File: config.mk
export PLATFORM = sky130hd
export DESIGN_NAME = rs_byte_fixer
export DESIGN_NICKNAME = d
export VERILOG_FILES = /design/src/rtl/rsbm_pkg.sv /design/src/rtl/rsbm_symbol_map.sv /design/src/rtl/rsbm_rmw.sv /design/src/rtl/rsbm_seq.sv /design/src/rtl/rs_byte_fixer.sv
export SDC_FILE = /design/constraint.sdc
export NUM_CORES = 1
export LEC_CHECK = 0
export BUFFER_PORTS_ARGS = -buffer_cell sky130_fd_sc_hd__clkbuf_2
export CAP_MARGIN = 10
export CELL_PAD_IN_SITES_DETAIL_PLACEMENT = 1
export CELL_PAD_IN_SITES_GLOBAL_PLACEMENT = 1
export CORE_MARGIN = 4
export CORE_UTILIZATION = 45
export DETAILED_ROUTE_END_ITERATION = 7
export PLACE_DENSITY_LB_ADDON = 0.3
export SLEW_MARGIN = 20
export SYNTH_ARGS = -nofsm -noshare
export SYNTH_HDL_FRONTEND = slang
export SYNTH_SLANG_ARGS = --single-unit
File: constraint.sdc
create_clock -name clk -period 7.7 [get_ports clk]
set_clock_uncertainty 0.2 [all_clocks]
set_input_delay 1.155 -clock clk [delete_from_list [all_inputs] [get_ports clk]]
set_output_delay 1.155 -clock clk [all_outputs]
set_load 0.005 [all_outputs]
File: src/rtl/rsbm_pkg.sv
package rsbm_pkg;
  localparam int SYM_W  = 12;
  localparam int BYTE_W = 8;
  localparam int NIB_W  = SYM_W - BYTE_W;
  localparam int PAD_W  = 2 * BYTE_W - SYM_W;

  typedef enum logic [2:0] {
    S_IDLE,
    S_CHK,
    S_B0,
    S_B1,
    S_DONE
  } seq_state_t;

  typedef enum logic [1:0] {
    R_IDLE,
    R_RD,
    R_WR
  } rmw_state_t;
endpackage

File: src/rtl/rsbm_symbol_map.sv
module rsbm_symbol_map #(
  parameter int DATA_BYTES  = 2048,
  parameter int SPARE_BYTES = 64,
  parameter int LAST_POS    = 1374,
  parameter int POS_W       = 11,
  parameter int ADDR_W      = 11
) (
  input  logic [POS_W-1:0]             pos,
  input  logic [rsbm_pkg::SYM_W-1:0]   pat,
  output logic                         bad,
  output logic                         v0,
  output logic                         s0,
  output logic [ADDR_W-1:0]            a0,
  output logic [rsbm_pkg::BYTE_W-1:0]  m0,
  output logic                         s1,
  output logic [ADDR_W-1:0]            a1,
  output logic [rsbm_pkg::BYTE_W-1:0]  m1
);
  import rsbm_pkg::*;

  localparam int LIN_W = POS_W + 2;
  localparam int TOTAL = DATA_BYTES + SPARE_BYTES;
  localparam logic [POS_W-1:0] LAST_P  = POS_W'(LAST_POS);
  localparam logic [LIN_W-1:0] DATA_L  = LIN_W'(DATA_BYTES);
  localparam logic [LIN_W-1:0] TOTAL_L = LIN_W'(TOTAL);
  localparam logic [LIN_W-1:0] ONE_L   = LIN_W'(1);

  logic [LIN_W-1:0] triple, lin, lo_idx, hi_idx, lo_off, hi_off;
  logic odd, at_zero;

  always_comb begin
    triple  = {2'b00, pos} + {1'b0, pos, 1'b0};
    lin     = triple >> 1;
    odd     = pos[0];
    at_zero = (pos == '0);
    lo_idx  = odd ? lin : lin - ONE_L;
    hi_idx  = odd ? lin + ONE_L : lin;

    if (odd) begin
      m0 = pat[SYM_W-1:NIB_W];
      m1 = {pat[NIB_W-1:0], {NIB_W{1'b0}}};
    end else begin
      m0 = {{PAD_W{1'b0}}, pat[SYM_W-1:BYTE_W]};
      m1 = pat[BYTE_W-1:0];
    end

    v0     = !at_zero;
    s0     = (lo_idx >= DATA_L);
    s1     = (hi_idx >= DATA_L);
    lo_off = s0 ? lo_idx - DATA_L : lo_idx;
    hi_off = s1 ? hi_idx - DATA_L : hi_idx;
    a0     = lo_off[ADDR_W-1:0];
    a1     = hi_off[ADDR_W-1:0];

    bad = (pos > LAST_P)
        || (at_zero && (pat[SYM_W-1:BYTE_W] != '0))
        || (hi_idx >= TOTAL_L);
  end
endmodule

File: src/rtl/rsbm_rmw.sv
module rsbm_rmw #(
  parameter int ADDR_W = 11
) (
  input  logic                         clk,
  input  logic                         rst_n,
  input  logic                         start,
  input  logic                         op_spare,
  input  logic [ADDR_W-1:0]            op_addr,
  input  logic [rsbm_pkg::BYTE_W-1:0]  op_mask,
  output logic                         mem_rd,
  output logic                         mem_wr,
  output logic                         mem_spare,
  output logic [ADDR_W-1:0]            mem_addr,
  output logic [rsbm_pkg::BYTE_W-1:0]  mem_wdata,
  input  logic [rsbm_pkg::BYTE_W-1:0]  mem_rdata,
  output logic                         fin
);
  import rsbm_pkg::*;

  rmw_state_t st;
  logic [BYTE_W-1:0] mask_q;

  always_ff @(posedge clk) begin
    if (!rst_n) begin
      st        <= R_IDLE;
      mask_q    <= '0;
      mem_spare <= 1'b0;
      mem_addr  <= '0;
    end else if (start) begin
      st        <= R_RD;
      mask_q    <= op_mask;
      mem_spare <= op_spare;
      mem_addr  <= op_addr;
    end else begin
      case (st)
        R_RD:    st <= R_WR;
        default: st <= R_IDLE;
      endcase
    end
  end

  always_comb begin
    mem_rd    = (st == R_RD);
    mem_wr    = (st == R_WR);
    fin       = (st == R_WR);
    mem_wdata = mem_wr ? (mem_rdata ^ mask_q) : '0;
  end
endmodule

File: src/rtl/rsbm_seq.sv
module rsbm_seq #(
  parameter int POS_W   = 11,
  parameter int ADDR_W  = 11,
  parameter int MAX_ERR = 4,
  parameter int CNT_W   = 3
) (
  input  logic                         clk,
  input  logic                         rst_n,
  input  logic                         in_valid,
  output logic                         in_ready,
  input  logic [POS_W-1:0]             in_pos,
  input  logic [rsbm_pkg::SYM_W-1:0]   in_pat,
  input  logic                         in_last,
  output logic [POS_W-1:0]             ent_pos,
  output logic [rsbm_pkg::SYM_W-1:0]   ent_pat,
  input  logic                         map_bad,
  input  logic                         map_v0,
  input  logic                         map_s0,
  input  logic [ADDR_W-1:0]            map_a0,
  input  logic [rsbm_pkg::BYTE_W-1:0]  map_m0,
  input  logic                         map_s1,
  input  logic [ADDR_W-1:0]            map_a1,
  input  logic [rsbm_pkg::BYTE_W-1:0]  map_m1,
  input  logic                         rmw_fin,
  output logic                         op_start,
  output logic                         op_spare,
  output logic [ADDR_W-1:0]            op_addr,
  output logic [rsbm_pkg::BYTE_W-1:0]  op_mask,
  output logic                         done,
  output logic                         done_fail,
  output logic [CNT_W-1:0]             done_count
);
  import rsbm_pkg::*;

  localparam logic [CNT_W-1:0] MAX_C = CNT_W'(MAX_ERR);

  seq_state_t st;
  logic last_q, fail_q, skip, use_hi;
  logic [CNT_W-1:0] cnt_q;

  assign skip = map_bad || fail_q || (cnt_q == MAX_C);

  always_comb begin
    in_ready = (st == S_IDLE);
    op_start = 1'b0;
    use_hi   = 1'b1;
    case (st)
      S_CHK: if (!skip) begin
        op_start = 1'b1;
        use_hi   = !map_v0;
      end
      S_B0: if (rmw_fin) op_start = 1'b1;
      default: ;
    endcase
    op_spare = use_hi ? map_s1 : map_s0;
    op_addr  = use_hi ? map_a1 : map_a0;
    op_mask  = use_hi ? map_m1 : map_m0;
  end

  always_ff @(posedge clk) begin
    if (!rst_n) begin
      st      <= S_IDLE;
      ent_pos <= '0;
      ent_pat <= '0;
      last_q  <= 1'b0;
      fail_q  <= 1'b0;
      cnt_q   <= '0;
    end else begin
      case (st)
        S_IDLE: if (in_valid) begin
          ent_pos <= in_pos;
          ent_pat <= in_pat;
          last_q  <= in_last;
          st      <= S_CHK;
        end
        S_CHK: begin
          if (skip) begin
            fail_q <= 1'b1;
            st     <= last_q ? S_DONE : S_IDLE;
          end else begin
            st <= map_v0 ? S_B0 : S_B1;
          end
        end
        S_B0: if (rmw_fin) st <= S_B1;
        S_B1: if (rmw_fin) begin
          cnt_q <= cnt_q + CNT_W'(1);
          st    <= last_q ? S_DONE : S_IDLE;
        end
        S_DONE: begin
          fail_q <= 1'b0;
          cnt_q  <= '0;
          st     <= S_IDLE;
        end
        default: st <= S_IDLE;
      endcase
    end
  end

  always_comb begin
    done       = (st == S_DONE);
    done_fail  = done && fail_q;
    done_count = (done && !fail_q) ? cnt_q : '0;
  end
endmodule

File: src/rtl/rs_byte_fixer.sv
module rs_byte_fixer #(
  parameter int DATA_BYTES  = 2048,
  parameter int SPARE_BYTES = 64,
  parameter int MAX_ERR     = 4,
  parameter int LAST_POS    = 1374,
  parameter int POS_W       = 11,
  localparam int ADDR_W     = $clog2(DATA_BYTES),
  localparam int CNT_W      = $clog2(MAX_ERR + 1)
) (
  input  logic                         clk,
  input  logic                         rst_n,
  input  logic                         in_valid,
  output logic                         in_ready,
  input  logic [POS_W-1:0]             in_pos,
  input  logic [rsbm_pkg::SYM_W-1:0]   in_pat,
  input  logic                         in_last,
  output logic                         mem_rd,
  output logic                         mem_wr,
  output logic                         mem_spare,
  output logic [ADDR_W-1:0]            mem_addr,
  output logic [rsbm_pkg::BYTE_W-1:0]  mem_wdata,
  input  logic [rsbm_pkg::BYTE_W-1:0]  mem_rdata,
  output logic                         done,
  output logic                         done_fail,
  output logic [CNT_W-1:0]             done_count
);
  import rsbm_pkg::*;

  logic [POS_W-1:0]  ent_pos;
  logic [SYM_W-1:0]  ent_pat;
  logic              map_bad, map_v0, map_s0, map_s1;
  logic [ADDR_W-1:0] map_a0, map_a1, op_addr;
  logic [BYTE_W-1:0] map_m0, map_m1, op_mask;
  logic              op_start, op_spare, rmw_fin;

  rsbm_symbol_map #(
    .DATA_BYTES(DATA_BYTES), .SPARE_BYTES(SPARE_BYTES),
    .LAST_POS(LAST_POS), .POS_W(POS_W), .ADDR_W(ADDR_W)
  ) u_map (
    .pos(ent_pos), .pat(ent_pat), .bad(map_bad), .v0(map_v0),
    .s0(map_s0), .a0(map_a0), .m0(map_m0),
    .s1(map_s1), .a1(map_a1), .m1(map_m1)
  );

  rsbm_seq #(
    .POS_W(POS_W), .ADDR_W(ADDR_W), .MAX_ERR(MAX_ERR), .CNT_W(CNT_W)
  ) u_seq (
    .clk(clk), .rst_n(rst_n),
    .in_valid(in_valid), .in_ready(in_ready),
    .in_pos(in_pos), .in_pat(in_pat), .in_last(in_last),
    .ent_pos(ent_pos), .ent_pat(ent_pat),
    .map_bad(map_bad), .map_v0(map_v0),
    .map_s0(map_s0), .map_a0(map_a0), .map_m0(map_m0),
    .map_s1(map_s1), .map_a1(map_a1), .map_m1(map_m1),
    .rmw_fin(rmw_fin), .op_start(op_start), .op_spare(op_spare),
    .op_addr(op_addr), .op_mask(op_mask),
    .done(done), .done_fail(done_fail), .done_count(done_count)
  );

  rsbm_rmw #(.ADDR_W(ADDR_W)) u_rmw (
    .clk(clk), .rst_n(rst_n), .start(op_start),
    .op_spare(op_spare), .op_addr(op_addr), .op_mask(op_mask),
    .mem_rd(mem_rd), .mem_wr(mem_wr), .mem_spare(mem_spare),
    .mem_addr(mem_addr), .mem_wdata(mem_wdata), .mem_rdata(mem_rdata),
    .fin(rmw_fin)
  );
endmodule

==> results of run 1 <==
-- worst max-delay path, stage by stage, from the launching register on --
cell and delay (ns):
dfxtp_1 0.58, ha_1 0.30, inv_1 0.07, fa_1 0.40, nand2b_1 0.23, a21oi_1 0.22, nor2_1 0.07, o41ai_1 0.35
xor2_1 0.27, or3_1 0.42, o22a_1 0.27, a211oi_2 0.84, nand2_1 0.52, nor3_1 0.52, a221o_1 0.23
-- path summary, 6_finish.rpt --
check | start | end | slack [ns] | depth (start not counted)
worst min register to register | u_rmw.mem_addr[7]$_SDFFE_PN0P_ | u_rmw.mem_addr[7]$_SDFFE_PN0P_ | 0.28 | 1
worst max-delay path | u_seq.ent_pos[0]$_SDFFE_PN0P_ | u_rmw.mask_q[3]$_SDFFE_PN0P_ | 2.15 | 14
worst min-delay path | u_rmw.mem_addr[7]$_SDFFE_PN0P_ | u_rmw.mem_addr[7]$_SDFFE_PN0P_ | 0.28 | 1
worst max register to register | u_seq.ent_pos[0]$_SDFFE_PN0P_ | u_rmw.mask_q[3]$_SDFFE_PN0P_ | 2.15 | 14
-- power by group through the flow --
stage               combinational [mW]  sequential [mW]  clock (mW)
floorplan                        0.489            0.363           0
global placement                 0.615            0.386           0
detailed placement               0.642            0.390           0
CTS                              0.644            0.384       0.208
global route                     0.716            0.392       0.220
finish                           0.647            0.384       0.202
-- state kept, by name (all words and copies together) (netlist names) --
| register | flops |
|---|---|
| u_rmw.mem_spare | 1 |
| u_seq.ent_pat | 12 |
| u_rmw.mask_q | 8 |
| u_seq.cnt_q | 3 |
| u_seq.ent_pos | 11 |
| u_seq.fail_q | 1 |
| u_rmw.st | 2 |
| u_seq.last_q | 1 |
| u_seq.st | 3 |
| u_rmw.mem_addr | 11 |
-- kinds of logic (layout without fill, tap and decap cells) --
kind of cell / after synthesis / in the layout
adders and majority gates: 28 / 28
muxes: 4 / 4
xor gates and xnor gates: 21 / 21
DFF: 53 / 53
and+or+nand+nor: 200 / 200
AOI/OAI and AO/OA: 120 / 120
buffers and inverters: 46 / 96
-- metal layers --
| layer | vias up | GRT usage (%) | wire (um) | share of wire, % |
|---|---|---|---|---|
| met2 | 94 | 38.0 | 5280 | 49 |
| li1 | 1766 | - | - | - |
| met3 | 17 | 3.54 | 562 | 5.2 |
| met4 | 0 | 6.62 | 189 | 1.7 |
| met1 | 1709 | 28.6 | 4840 | 44 |
| met5 | - | 0 | 0 | 0 |
-- layout by cell type, fill, tap and decap left out, drive strengths merged, types with 13 or more instances in the layout --
cell type   n
a21boi     30
a21oi      16
clkbuf     67
dfxtp      53
ha         27
inv        26
nand2      88
nand3      21
nor2       32
o211ai     13
o21ai      13
xnor2      17
-- layout make-up --
cell class                      instances  area share [%]
Sequential cell                        53            25.3
Multi-Input combinational cell        373            59.1
Tap cell                              102            3.05
Clock inverter                          3            1.05
Timing Repair Buffer                   63            7.59
Inverter                               25            2.24
Clock buffer                            5            1.64
==> results.yml, run 1 <==
clock_network:
  numClockSinks: 53
  clkTransAtPathRegs_ns: 0.11
  clock_latency_ns: 0.32
  h-tree-depth: 2
  clk_path_buf_depth: 2
  post_cts_resized: 0
  cts_tree: "done"
  ctsHoldBuffers: 0
  post-cts-setup-buffers: 0
  cts_root_buffer: "clkbuf_8"
  cts_buffers: 5
critical_path:
  cp_data_arrival_time_ns: 5.62
  end_kind: "flip-flop"
  setup.worst_path.class: "reg -> reg"
  startpoint_type: "flip-flop"
  cp.required_ns: 7.77
  cp_max_fo: 13
timing:
  fin_crit_ns: 5.55
  setup_tns_ns: 0
  finalWorstSetupSlack_ns: 2.15
  fin_hold_ws_ns: 0.277
  max-slew-margin-rel_pct: 35.5
  finalHoldViolCount: 0
  rsz0062_at_grt: "no"
  tightest_slew_ns: 0.966
  fmax_mhz: 180
  finalSetupViolCount: 0
  finalCritPeriodShare_pct: 72.1
  slew_violations: 0
layout:
  fin_cells: 624
  diodes: 0
  areaGrowthSynthToFinish_pct: 12.7
  num-fill-cells: 1033
  multi_input_area_um2: 2470
  drive_gt1_share_pct: 17.2
  fin_area_um2: 4190
  fin_nets: 584
  fin_util_pct: 53.1
  seq_area_um2: 1060
power:
  internal-power_uw: 640
  switchingPower_uw: 593
  p_comb_share_pct: 52.5
  power.total_mw: 1.23
  power_frac_clock_pct: 16.4
  power_density_nw_per_um2: 294
  swShare_pct: 48.1
  p_leak_nw: 1.73
  seq_power_share_pct: 31.1
  ir_drop_mv: 0.132
die:
  io_pins: 63
  dieWidth_um: 98.9
  core_um2: 7890
  die_h_um: 98.9
  initial_utilization_pct: 47.1
  rows: 32
  die-area_um2: 9780
global_route:
  grt_antenna_before_repair: 0
  grt_pass1_wl_um: 17900
  grt-ovfl-total: 0
  grt_usage_pct: 22.2
  grt_max_degree: 30
  grt_pass1_vias: 3581
synthesis:
  async_flop_share_pct: 0
  synth_top_family_by_area: "simple AND/OR/NAND/NOR gates"
  synth-seq-cells: 53
  synth_area_per_cell_um2: 7.87
  synth_warnings: 0
  synthSimpleGateAreaFrac_pct: 25.6
  synth-compound-area-share_pct: 24.9
  synth_xor_area_share_pct: 5.35
  synth_ff_type: "dfxtp_1"
  synth.cell_area_um2: 3720
  synthAdderAreaFrac_pct: 9.63
  yosys-mux-area-fraction_pct: 1.11
  synth_edf_count: 0
  synth.distinct_cells: 64
  syn_nets: 535
  synth_top_area_share_pct: 28.6
  synthTopCellsByCount: "nand2_1, dfxtp_1, a21boi_0, nor2_1, ha_1"
  yosysSeqAreaShare_pct: 28.6
  synth_top_area_cell: "dfxtp_1"
  synth_area_leaders: "dfxtp_1, ha_1, nand2_1"
  synthMostInstantiatedCell: "nand2_1"
  synthCells: 472
place:
  hpwlAfterDp_um: 8720
  place_ws_ns: 2.30
  place_area_um2: 4070
  place_congestion: 0.891
  dp_cells: 616
  portBuffers: 62
worst_hold_path:
  hold_path.class: "reg -> reg"
routing:
  drtIter0Drc: 115
  wl_um: 10900
  wire_per_inst_um: 17.4
  vias: 3586
  drtPass1Iterations: 4
  drc_errors: 0
  drtAntennaViolNets: 0
  viasPerCell: 5.75
outcome:
  status: "complete, no violations"
flow_run:
  timing.max_cap.violations: 0
Power figures use the tool's default switching activity.
==> run 2: changes to the inputs <==
--- a/config.mk
+++ b/config.mk
@@ -10,7 +10,7 @@
 export CELL_PAD_IN_SITES_DETAIL_PLACEMENT = 1
 export CELL_PAD_IN_SITES_GLOBAL_PLACEMENT = 1
 export CORE_MARGIN = 4
-export CORE_UTILIZATION = 45
+export CORE_UTILIZATION = 42
 export DETAILED_ROUTE_END_ITERATION = 7
 export PLACE_DENSITY_LB_ADDON = 0.3
 export SLEW_MARGIN = 20
==> constraint.sdc (replaced) <==
create_clock -name clk -period 5.2 [get_ports clk]
set_clock_uncertainty 0.2 [all_clocks]
set_input_delay 0.78 -clock clk [delete_from_list [all_inputs] [get_ports clk]]
set_output_delay 0.78 -clock clk [all_outputs]
set_load 0.005 [all_outputs]
==> run 2 against run 1 <==
Net effect:
- largest power group unchanged
- sequential power up 47%
- first-iteration DRC count up 7.0%
- clock power up 21%
- cell area about the same
- wire length down 1.5%
- critical endpoint is now u_rmw.mem_addr[10]$_SDFFE_PN0P_
- combinational power up 51%
- via count down 1.3%
- sequential share of layout area about the same
- global-route usage down 1.4 points
- fmax up 21%
==> results.yml, run 2 (synthesis gave the netlist of run 1 again) <==
global_route:
  grt_usage_pct: 20.8
  grt_max_degree: 30
  grt_antenna_before_repair: 0
  grt-ovfl-total: 0
  grt_pass1_vias: 3514
  grt_pass1_wl_um: 17500
clock_network:
  post_cts_resized: 0
  clock_latency_ns: 0.31
  clk_path_buf_depth: 2
  h-tree-depth: 2
  post-cts-setup-buffers: 0
  cts_root_buffer: "clkbuf_8"
  ctsHoldBuffers: 0
  cts_tree: "done"
  numClockSinks: 53
  clkTransAtPathRegs_ns: 0.10
  cts_buffers: 5
layout:
  fin_nets: 587
  most-common-layout-cells: "nand2_1, clkbuf_2, dfxtp_1"
  final_common_cell: "nand2_1"
  largest_reg_flops: 12
  reg_top3: "u_seq.ent_pat: 12 flops, u_rmw.mem_addr: 11 flops, u_seq.ent_pos: 11 flops"
  num-fill-cells: 1122
  seq_area_um2: 1060
  largest-register: "u_seq.ent_pat"
  fin_area_um2: 4190
  drive_gt1_share_pct: 17.5
  diodes: 0
  multi_input_area_um2: 2470
  fin_util_pct: 48.3
  areaGrowthSynthToFinish_pct: 12.8
routing:
  wl_um: 10700
  drtIter0Drc: 123
  wire_per_inst_um: 16.9
  viasPerCell: 5.59
  drc_errors: 0
  vias: 3540
  drtAntennaViolNets: 0
  drtPass1Iterations: 4
place:
  place_area_um2: 4100
  hpwlAfterDp_um: 8610
  portBuffers: 62
  place_congestion: 0.880
critical_path:
  cp_slowest_stage_delay_ns: 0.54
  reg2reg_setup_slack_ns: 0.61
  end_kind: "flip-flop"
  cp.required_ns: 5.21
  cp_data_arrival_time_ns: 4.61
  reg2reg_depth: 14
  setup.worst_path.class: "reg -> reg"
  r2r-end: "u_rmw.mem_addr[10]$_SDFFE_PN0P_"
  cp_slowest_cell: "xor2_1"
  startpoint_type: "flip-flop"
  timing.rr.start: "u_seq.ent_pos[1]$_SDFFE_PN0P_"
  crit_chain: "ha_1 > inv_1 > fa_1 > nand2b_1 > a21oi_1 > nor2_1 > o41ai_1 > xor2_1 > nand3_1 > o21ai_1 > a211o_1 > nor4_1 > or3_1 > a32o_1"
  cp_max_fo: 15
worst_hold_path:
  hold_path.class: "reg -> reg"
  holdPathStages: 2
  whs_endpoint: "u_rmw.mem_addr[0]$_SDFFE_PN0P_"
  worstHoldStart: "u_rmw.mem_addr[0]$_SDFFE_PN0P_"
die:
  initial_utilization_pct: 42.8
  die_h_um: 102
  rows: 34
  io_pins: 63
  core_um2: 8680
  dieWidth_um: 102
  die-area_um2: 10400
timing:
  finalCritPeriodShare_pct: 88.3
  finalSetupViolCount: 0
  fmax_mhz: 218
  slew_violations: 0
  fin_crit_ns: 4.59
  rsz0062_at_grt: "no"
  tightest_slew_ns: 0.850
  setup_tns_ns: 0
  finalHoldViolCount: 0
  max-slew-margin-rel_pct: 43.4
power:
  p_leak_nw: 1.73
  swShare_pct: 48.8
  ir_drop_mv: 0.227
  power_density_nw_per_um2: 427
  p_comb_share_pct: 54.8
  power_frac_clock_pct: 13.7
  internal-power_uw: 916
  switchingPower_uw: 873
  seq_power_share_pct: 31.6
outcome:
  status: "complete, no violations"
flow_run:
  timing.max_cap.violations: 0
[run 2: cell count changes in the layout (fill, tap and decap cells not counted)]
cell	delta
clkbuf_1	+1
bufinv_16	-1
buf_4	+3
[run 2: layout make-up]
| type | count | area share (%) |
|---|---|---|
| flip-flops and latches | 53 | 25.3 |
| repair buffers | 66 | 8.12 |
| well taps | 108 | 3.22 |
| clock inverters | 2 | 0.328 |
| multi-input cells | 373 | 59.0 |
| clock buffers | 6 | 1.73 |
| inverters | 25 | 2.24 |
[run 2: worst max-delay path, delay by kind of cell (launching register included)]
kind	cells	cell delay, ns
AND/OR/NAND/NOR	5	0.99
adder cells (fa/ha/maj)	2	0.64
XOR/XNOR	1	0.54
buffers and inverters	1	0.07
AO/OA/AOI/OAI	5	1.63
flip-flops	1	0.43
[run 2: per-stage QoR]
| stage | instances | setup slack [ns] | hold slack [ns] | total power [mW] |
|---|---|---|---|---|
| after CTS | 633 | 0.632 | 0.276 | 1.80 |
| after detailed placement | 625 | 0.666 | 0.254 | 1.55 |
| after global routing | 633 | 0.207 | 0.310 | 1.94 |
| after global placement | 625 | 0.766 | 0.237 | 1.51 |
| after floorplan | 472 | 1.20 | 0.222 | 1.26 |
| final | 633 | 0.606 | 0.270 | 1.79 |
[run 2: power groups by stage]
stage | combinational, mW | clock (mW) | sequential [mW]
3_5_place_dp | 0.972 | 0 | 0.575
5_1_grt | 1.09 | 0.271 | 0.577
6_report | 0.980 | 0.244 | 0.565
4_1_cts | 0.980 | 0.252 | 0.565
3_3_place_gp | 0.947 | 0 | 0.568
2_1_floorplan | 0.724 | 0 | 0.538
[run 2: routing by layer]
layer,vias to the layer above,routed length (um),track usage (%)
li1,1774,-,-
met1,1685,4980,28.0
met2,73,5170,35.6
met3,8,464,2.94
met4,0,95,4.24
met5,-,0,0
[run 2: worst max path at each step]
| stage | from | endpoint | slack, ns | cells past startpoint |
|---|---|---|---|---|
| 2_1_floorplan | u_seq.ent_pos[1]$_SDFFE_PN0P_ | u_rmw.mem_addr[4]$_SDFFE_PN0P_ | 1.20 | 14 |
| 3_3_place_gp | u_seq.ent_pos[1]$_SDFFE_PN0P_ | u_rmw.mask_q[3]$_SDFFE_PN0P_ | 0.77 | 14 |
| 3_5_place_dp | u_seq.ent_pos[1]$_SDFFE_PN0P_ | u_rmw.mem_addr[10]$_SDFFE_PN0P_ | 0.67 | 14 |
| 4_1_cts | u_seq.ent_pos[1]$_SDFFE_PN0P_ | u_rmw.mem_addr[10]$_SDFFE_PN0P_ | 0.63 | 14 |
| 5_1_grt | u_seq.ent_pos[1]$_SDFFE_PN0P_ | u_rmw.mem_addr[10]$_SDFFE_PN0P_ | 0.21 | 14 |
| 6_report | u_seq.ent_pos[1]$_SDFFE_PN0P_ | u_rmw.mem_addr[10]$_SDFFE_PN0P_ | 0.61 | 14 |
==> run 3: changes to the inputs <==
--- a/config.mk
+++ b/config.mk
@@ -9,11 +9,11 @@
 export CAP_MARGIN = 10
 export CELL_PAD_IN_SITES_DETAIL_PLACEMENT = 1
 export CELL_PAD_IN_SITES_GLOBAL_PLACEMENT = 1
-export CORE_MARGIN = 4
-export CORE_UTILIZATION = 42
+export CORE_MARGIN = 5
+export CORE_UTILIZATION = 43
+export CTS_BUF_LIST = sky130_fd_sc_hd__clkbuf_4
 export DETAILED_ROUTE_END_ITERATION = 7
 export PLACE_DENSITY_LB_ADDON = 0.3
-export SLEW_MARGIN = 20
 export SYNTH_ARGS = -nofsm -noshare
 export SYNTH_HDL_FRONTEND = slang
 export SYNTH_SLANG_ARGS = --single-unit
==> run 3 against run 2 <==
Net effect:
- sequential share of layout area about the same
- combinational power down 0.9%
- sequential cell count unchanged
- cell area down 0.12%
- cell count unchanged
- sequential power about the same
- utilization up 0.66 points
- fmax down 1.9%
- die area up 1.8%
- critical path depth up 1
- via count up 0.71%
- critical path type unchanged
- largest power group unchanged
==> results.yml, run 3 (synthesis gave the netlist of run 1 again) <==
place:
  dp_cells: 625
  place_ws_ns: 0.546
  place_area_um2: 4100
  hpwlAfterDp_um: 8680
  portBuffers: 62
  place_congestion: 0.840
layout:
  diodes: 0
  final_common_cell: "nand2_1"
  fin_util_pct: 48.9
  areaGrowthSynthToFinish_pct: 12.6
  num-fill-cells: 1082
  fin_area_um2: 4190
  largest-register: "u_seq.ent_pat"
  multi_input_area_um2: 2470
  reg_top3: "u_seq.ent_pat: 12 flops, u_rmw.mem_addr: 11 flops, u_seq.ent_pos: 11 flops"
  largest_reg_flops: 12
  fin_nets: 587
  most-common-layout-cells: "nand2_1, clkbuf_2, dfxtp_1"
  seq_area_um2: 1060
  drive_gt1_share_pct: 17.7
  fin_cells: 633
routing:
  drc_errors: 0
  wire_per_inst_um: 17.0
  drtAntennaViolNets: 0
  wl_um: 10800
  viasPerCell: 5.63
  vias: 3565
  drtIter0Drc: 104
  drtPass1Iterations: 4
global_route:
  grt_usage_pct: 20.9
  grt_use_met1_pct: 27.3
  grt_pass1_vias: 3593
  grt_max_degree: 30
  grt_antenna_before_repair: 0
  grt-ovfl-total: 0
  grt_pass1_wl_um: 17800
  top_usage_layer: "met2"
  grt_use_met3_pct: 2.91
  use_met2_pct: 37.2
flow_run:
  timing.max_cap.violations: 0
worst_hold_path:
  holdPathStages: 2
  hold_path.class: "reg -> reg"
timing:
  finalWorstSetupSlack_ns: 0.515
  tightest_slew_ns: 0.819
  fin_crit_ns: 4.69
  rsz0062_at_grt: "no"
  finalHoldViolCount: 0
  fmax_mhz: 213
  setup_tns_ns: 0
  max-slew-margin-rel_pct: 45.4
  finalSetupViolCount: 0
  fin_hold_ws_ns: 0.272
  finalCritPeriodShare_pct: 90.1
  slew_violations: 0
critical_path:
  reg2reg_depth: 15
  cpLargestDelayFamily: "compound AO/OA/AOI/OAI gates"
  crit_buf_inv: 2
  cp_max_fo: 8
  end_kind: "flip-flop"
  critical_path_depth: 15
  cp_slowest_cell: "a211oi_2"
  startpoint_type: "flip-flop"
  crit_chain: "ha_1 > inv_1 > fa_1 > nand2b_1 > a21oi_1 > nor2_1 > o41ai_1 > xor2_1 > or3_1 > o22a_1 > a211oi_2 > buf_4 > a211oi_1 > or4_1 > o211ai_1"
  cp_data_arrival_time_ns: 4.81
  setup.worst_path.class: "reg -> reg"
  cp_slowest_stage_delay_ns: 0.53
  cp.required_ns: 5.32
clock_network:
  cts_buffers: 5
  post-cts-setup-buffers: 0
  cts_root_buffer: "clkbuf_4"
  clock_latency_ns: 0.40
  h-tree-depth: 2
  ctsHoldBuffers: 0
  numClockSinks: 53
  cts_tree: "done"
  clkTransAtPathRegs_ns: 0.16
  clk_path_buf_depth: 2
  post_cts_resized: 0
power:
  ir_drop_mv: 0.161
  p_leak_nw: 1.73
  power_density_nw_per_um2: 427
  power.total_mw: 1.79
die:
  die_h_um: 103
  io_pins: 63
  dieWidth_um: 103
  initial_utilization_pct: 43.5
  rows: 34
  die-area_um2: 10600
  core_um2: 8550
outcome:
  status: "complete, no violations"
[run 3: where the power goes]
| part | switching, mW | total, mW | internal (mW) |
|---|---|---|---|
| sequential | 0.0805 | 0.563 | 0.483 |
| combinational | 0.635 | 0.971 | 0.336 |
| clock | 0.151 | 0.254 | 0.103 |
| total | 0.867 | 1.79 | 0.921 |
[run 3: layer usage]
metal / part of all wire (%) / vias up
met1: 46 / 1702
met4: 0.80 / 0
met5: 0 / -
li1: - / 1778
met2: 49 / 76
met3: 4.7 / 9
[run 3: final timing paths]
| kind | startpoint | end | slack, ns |
|---|---|---|---|
| worst max-delay path | u_seq.ent_pos[1]$_SDFFE_PN0P_ | u_rmw.mem_addr[4]$_SDFFE_PN0P_ | 0.51 |
| worst min-delay path | u_rmw.mem_addr[9]$_SDFFE_PN0P_ | u_rmw.mem_addr[9]$_SDFFE_PN0P_ | 0.27 |
| worst max register to register | u_seq.ent_pos[1]$_SDFFE_PN0P_ | u_rmw.mem_addr[4]$_SDFFE_PN0P_ | 0.51 |
| worst min register to register | u_rmw.mem_addr[9]$_SDFFE_PN0P_ | u_rmw.mem_addr[9]$_SDFFE_PN0P_ | 0.27 |
[run 3: worst register-to-register path: stages, from the launching register on]
cell and delay, ns:
dfxtp_1 0.44, ha_1 0.25, inv_1 0.07, fa_1 0.40, nand2b_1 0.22, a21oi_1 0.20
nor2_1 0.07, o41ai_1 0.32, xor2_1 0.27, or3_1 0.42, o22a_1 0.27, a211oi_2 0.53
buf_4 0.26, a211oi_1 0.10, or4_1 0.50, o211ai_1 0.11
[run 3: final cells by class]
cell class                 instances  area share (%)
tap                              108            3.23
inverter                          25            2.24
timing repair buffer              66            8.13
multi-input combinational        373            59.1
sequential                        53            25.4
clock inverter                     3            1.05
clock buffer                       5           0.897
